==> src/rtl/acd_pkg.sv <==
package acd_pkg;
  typedef struct packed {
    logic valid;
    logic write;
    logic oe_act;
  } acc_t;
endpackage

==> src/rtl/acd_sync.sv <==
module acd_sync #(
  parameter int unsigned WIDTH   = 3,
  parameter int unsigned STAGES  = 2,
  parameter logic        RST_VAL = 1'b1
) (
  input  logic             clk_i,
  input  logic             rst_ni,
  input  logic [WIDTH-1:0] d_i,
  output logic [WIDTH-1:0] q_o
);
  logic [STAGES-1:0][WIDTH-1:0] stg_q;

  for (genvar s = 0; s < STAGES; s++) begin : g_stage
    always_ff @(posedge clk_i or negedge rst_ni) begin
      if (!rst_ni) stg_q[s] <= {WIDTH{RST_VAL}};
      else if (s == 0) stg_q[s] <= d_i;
      else stg_q[s] <= stg_q[(s == 0) ? 0 : s-1];
    end
  end

  assign q_o = stg_q[STAGES-1];
endmodule

==> src/rtl/acd_access_detect.sv <==
module acd_access_detect
  import acd_pkg::*;
(
  input  logic clk_i,
  input  logic rst_ni,
  input  logic ce_ns_i,
  input  logic we_ns_i,
  input  logic oe_ns_i,
  output acc_t acc_o
);
  logic ce_prev_q;

  always_ff @(posedge clk_i or negedge rst_ni) begin
    if (!rst_ni) ce_prev_q <= 1'b1;
    else ce_prev_q <= ce_ns_i;
  end

  always_comb begin
    acc_o.valid  = ce_prev_q & ~ce_ns_i;
    acc_o.write  = ~we_ns_i;
    acc_o.oe_act = ~oe_ns_i;
  end

  AST_ONE_PER_FALL: assert property (@(posedge clk_i) disable iff (!rst_ni)
    acc_o.valid |=> !acc_o.valid);
endmodule

==> src/rtl/acd_seq_fsm.sv <==
module acd_seq_fsm
  import acd_pkg::*;
#(
  parameter int unsigned ADDR_W  = 15,
  parameter int unsigned PFX_LEN = 5,
  parameter logic [PFX_LEN-1:0][ADDR_W-1:0] PFX_ADDR = '0,
  parameter logic [ADDR_W-1:0] STORE_ADDR  = '0,
  parameter logic [ADDR_W-1:0] RECALL_ADDR = '1,
  parameter bit REQUIRE_OE = 1'b0,
  localparam int unsigned STEP_W = $clog2(PFX_LEN + 1)
) (
  input  logic              clk_i,
  input  logic              rst_ni,
  input  acc_t              acc_i,
  input  logic [ADDR_W-1:0] addr_i,
  input  logic              busy_i,
  output logic              store_o,
  output logic              recall_o
);
  localparam logic [STEP_W-1:0] LAST_STEP = STEP_W'(PFX_LEN);

  logic [STEP_W-1:0] step_q, step_d;
  logic              store_q, store_d, recall_q, recall_d;
  logic              read_ok, pfx_hit, first_hit;

  // read qualification variant
  if (REQUIRE_OE) begin : g_oe_req
    assign read_ok = ~acc_i.write & acc_i.oe_act;
  end else begin : g_oe_free
    assign read_ok = ~acc_i.write;
  end

  always_comb begin
    pfx_hit = 1'b0;
    for (int i = 0; i < PFX_LEN; i++)
      if (step_q == STEP_W'(i) && addr_i == PFX_ADDR[i]) pfx_hit = 1'b1;
  end

  assign first_hit = (addr_i == PFX_ADDR[0]);

  always_comb begin
    step_d   = step_q;
    store_d  = 1'b0;
    recall_d = 1'b0;
    if (busy_i) begin
      step_d = '0;
    end else if (acc_i.valid) begin
      if (!read_ok) begin
        step_d = '0;
      end else if (step_q == LAST_STEP) begin
        store_d  = (addr_i == STORE_ADDR);
        recall_d = (addr_i == RECALL_ADDR) && (addr_i != STORE_ADDR);
        step_d   = (!store_d && !recall_d && first_hit) ? STEP_W'(1) : '0;
      end else if (pfx_hit) begin
        step_d = step_q + STEP_W'(1);
      end else if (first_hit) begin
        step_d = STEP_W'(1);
      end else begin
        step_d = '0;
      end
    end
  end

  always_ff @(posedge clk_i or negedge rst_ni) begin
    if (!rst_ni) begin
      step_q   <= '0;
      store_q  <= 1'b0;
      recall_q <= 1'b0;
    end else begin
      step_q   <= step_d;
      store_q  <= store_d;
      recall_q <= recall_d;
    end
  end

  assign store_o  = store_q;
  assign recall_o = recall_q;

  AST_REQ_EXCL: assert property (@(posedge clk_i) disable iff (!rst_ni)
    $onehot0({store_q, recall_q}));
  AST_STORE_PULSE: assert property (@(posedge clk_i) disable iff (!rst_ni)
    store_q |=> !store_q);
  AST_RECALL_PULSE: assert property (@(posedge clk_i) disable iff (!rst_ni)
    recall_q |=> !recall_q);
  AST_REQ_FULL_RUN: assert property (@(posedge clk_i) disable iff (!rst_ni)
    (store_q || recall_q) |-> $past(step_q) == LAST_STEP);
  AST_WRITE_ABORT: assert property (@(posedge clk_i) disable iff (!rst_ni)
    (acc_i.valid && acc_i.write) |=> (step_q == '0 && !store_q && !recall_q));
  AST_BUSY_HOLD: assert property (@(posedge clk_i) disable iff (!rst_ni)
    busy_i |=> (step_q == '0 && !store_q && !recall_q));
  AST_STEP_RANGE: assert property (@(posedge clk_i) disable iff (!rst_ni)
    step_q <= LAST_STEP);
endmodule

==> src/rtl/acd_cmd_detect.sv <==
module acd_cmd_detect
  import acd_pkg::*;
#(
  parameter int unsigned ADDR_W      = 15,
  parameter int unsigned PFX_LEN     = 5,
  parameter int unsigned SYNC_STAGES = 2,
  parameter logic [PFX_LEN-1:0][ADDR_W-1:0] PFX_ADDR =
    {15'h303F, 15'h3C1F, 15'h03E0, 15'h31C7, 15'h0E38},
  parameter logic [ADDR_W-1:0] STORE_ADDR  = 15'h0FC0,
  parameter logic [ADDR_W-1:0] RECALL_ADDR = 15'h0C63,
  parameter bit REQUIRE_OE = 1'b0
) (
  input  logic              clk_i,
  input  logic              rst_ni,
  input  logic [ADDR_W-1:0] addr_i,
  input  logic              ce_ni,
  input  logic              we_ni,
  input  logic              oe_ni,
  input  logic              busy_i,
  output logic              store_req_o,
  output logic              recall_req_o
);
  logic [2:0] ctl_s;
  acc_t       acc;

  acd_sync #(.WIDTH(3), .STAGES(SYNC_STAGES), .RST_VAL(1'b1)) u_sync (
    .clk_i (clk_i),
    .rst_ni(rst_ni),
    .d_i   ({oe_ni, we_ni, ce_ni}),
    .q_o   (ctl_s)
  );

  acd_access_detect u_acc (
    .clk_i  (clk_i),
    .rst_ni (rst_ni),
    .ce_ns_i(ctl_s[0]),
    .we_ns_i(ctl_s[1]),
    .oe_ns_i(ctl_s[2]),
    .acc_o  (acc)
  );

  acd_seq_fsm #(
    .ADDR_W     (ADDR_W),
    .PFX_LEN    (PFX_LEN),
    .PFX_ADDR   (PFX_ADDR),
    .STORE_ADDR (STORE_ADDR),
    .RECALL_ADDR(RECALL_ADDR),
    .REQUIRE_OE (REQUIRE_OE)
  ) u_fsm (
    .clk_i   (clk_i),
    .rst_ni  (rst_ni),
    .acc_i   (acc),
    .addr_i  (addr_i),
    .busy_i  (busy_i),
    .store_o (store_req_o),
    .recall_o(recall_req_o)
  );
endmodule

==> config.mk <==
export PLATFORM = sky130hd
export DESIGN_NAME = acd_cmd_detect
export DESIGN_NICKNAME = d
export VERILOG_FILES = /design/src/rtl/acd_pkg.sv /design/src/rtl/acd_sync.sv /design/src/rtl/acd_access_detect.sv /design/src/rtl/acd_seq_fsm.sv /design/src/rtl/acd_cmd_detect.sv
export SDC_FILE = /design/constraint.sdc
export NUM_CORES = 1
export LEC_CHECK = 0
export ABC_AREA = 0
export BUFFER_PORTS_ARGS = -buffer_cell sky130_fd_sc_hd__buf_4
export CORE_MARGIN = 8
export CORE_UTILIZATION = 43
export CTS_CLUSTER_DIAMETER = 50
export DETAILED_ROUTE_END_ITERATION = 10
export PLACE_DENSITY = 0.78
export SYNTH_ARGS = -nofsm -noshare
export SYNTH_HDL_FRONTEND = slang
export SYNTH_HIERARCHICAL = 1
export SYNTH_SLANG_ARGS = --single-unit
export TNS_END_PERCENT = 10
==> constraint.sdc <==
create_clock -name clk_i -period 1.6 [get_ports clk_i]
set_input_delay 0.32 -clock clk_i [delete_from_list [all_inputs] [get_ports clk_i]]
set_output_delay 0.32 -clock clk_i [all_outputs]
set_load 0.005 [all_outputs]
==> flow_summary.toml <==
[synth]
synthesis.nets = 92
avgSynthCellArea_um2 = 9.65
syn-instance-count = 66
netlist_area_um2 = 637
ys_warn_count = 6

[timing]
hold_viol_final = 0
setup_viol = 3
relSlewSlack_pct = 71.3
worst_pin_slew_ns = 0.424
max_freq_mhz = 613
min_period_over_period_pct = 102
rsz0062_at_grt = "yes"
skew_ns = 0.000512
layout_setup_ws_ns = -0.0310
fin_crit_ns = 1.63
slew_viol_final = 0

[outcome]
outcome = "finished with violations"
violations = "negative setup slack"

[clock_tree]
cts_max_path_buffers = 2
clk_latency_ns = 0.26
cts_made_buffers = 3
cts-root-buf = "clkbuf_4"
tritoncts = "built"
postCtsSetupBuffers = 0
cts.htree.levels = 1
clk_pin_slew_ns = 0.06
cts_sinks = 10

[global_routing]
grt_usage_pct = 10.7
grt_max_degree = 11
first_global_vias = 598
antenna_found_initial = 0
overflow = 0
grt_pass1_wl_mm = 2.35

[pwr]
p_clk_share_pct = 38.5
power_density_mw_per_mm2 = 604
p_switching_uw = 117
vdd_drop_max_mv = 0.569
internal-power_uw = 453
leakagePower_nw = 0.410
switching_share_pct = 20.5
combPwrFrac_pct = 14.7
seq_power_share_pct = 46.9

[detailed_routing]
drtPass1Iterations = 2
avgRoutedWirePerCell_um = 13.3
ant_nets = 0
drcViolationCount = 0
routed-wl-met2_um = 802
met1_length_um = 546
top_layer = "met4"
met3WireLength_um = 157
viasPerCell = 5.18
dr_total_vias = 596
drtIter0Drc = 6
finalWirelength_mm = 1.53

[cells_and_area]
antenna_cells = 0
fin_cells = 115
finish.utilization_pct = 64.9
area_growth_pct = 48.1
seqCellArea_um2 = 256
final_common_cell = "buf_4"
multi_input_area_um2 = 373
final_nets = 126
layout_common_cells = "buf_4 (30), nand2_1 (8), inv_1 (6)"
drive_gt1_share_pct = 50.5
n_fill_cell = 130

[setup_path]
worst-setup-path-type = "flop to flop"
crit_path_end_kind = "flop"
worstPathArrival_ns = 1.82
crit_fanout = 4
cp-start-kind = "flop"
critical_path_required_ns = 1.78

[die]
die_x_um = 54.5
boundaryPins = 23
core_area_mm2 = 0.00145
die_area_mm2 = 0.00297
die_h_um = 54.5
row_count = 14
start_util_pct = 43.8

[flow_run]
cap_violations = 0

[place]
io_buffers = 21
place.gp.congestion = 0.754
pre_cts_ws_ns = -0.293
dp_hpwl_mm = 1.23
placed_cells = 110

[hold_path]
min_path_type = "input pin to flop"
==> through the flow <==
stage	TNS (ns)	cell area, µm²	hold slack, ns	total power [mW]
final	-0.0431	943	0.162	0.570
after global routing	-0.384	943	0.150	0.602
after CTS	-0.0574	927	0.154	0.575
after detailed placement	-0.824	881	0.152	0.349
after global placement	-0.703	881	0.148	0.347
after floorplan	-0.219	651	0.0244	0.292
==> power by group through the flow <==
stage	sequential, mW	clock (mW)	combinational (mW)
2_1_floorplan	0.270	0	0.0221
3_3_place_gp	0.271	0	0.0763
3_5_place_dp	0.271	0	0.0783
4_1_cts	0.267	0.228	0.0804
5_1_grt	0.267	0.243	0.0919
6_report	0.267	0.219	0.0836
==> repair_timing <==
item / 4_1_cts / 5_1_grt
hold buffers: 1 / 0
endpoints found under the setup margin: 3 / 5
endpoints found under the hold margin: 5 / 0
gates resized for setup: 0 / 3
==> state kept, by name (all words and copies together), names as in the netlist <==
register / count
u_acc/ce_prev_q: 1
u_fsm/recall_o: 1
u_sync/stg_q: 2
u_fsm/store_o: 1
u_sync/q_o: 2
u_fsm/step_q: 3
==> final timing paths <==
| path | start | slack, ns | end | depth (start not counted) |
|---|---|---|---|---|
| setup / recovery | u_fsm/step_q[1] | -0.03 | u_fsm/step_q[0] | 7 |
| hold reg to reg | u_sync/stg_q[1] | 0.36 | u_sync/q_o[1] | 0 |
| setup reg to reg | u_fsm/step_q[1] | -0.03 | u_fsm/step_q[0] | 7 |
| min in group asynchronous | rst_ni | 0.48 | u_fsm/step_q[2] | 2 |
| hold / removal | we_ni | 0.16 | u_sync/stg_q[1] | 1 |
| max in group asynchronous | rst_ni | 0.91 | u_acc/ce_prev_q | 2 |
==> worst max-delay path, stage by stage (launching register included) <==
cell,delay (ns)
dfrtp_1,0.39
inv_1,0.07
ha_1,0.19
nand2_1,0.08
or3b_1,0.37
a211oi_2,0.17
o31ai_2,0.12
o211ai_2,0.15
==> area by class of cell <==
class	count	area share, %
clock buffer	4	3.85
inverter	6	2.39
multi-input combinational	48	39.5
sequential	10	27.2
tap	16	2.12
timing repair buffer	31	24.9
==> layer usage <==
metal  GRT usage [%]  vias to the layer above
met4            4.10                        0
met2            18.3                       18
met3            4.89                        2
met5               0                        -
met1            11.2                      276
li1                -                      300
No activity file was read; power rests on OpenSTA's default activity.
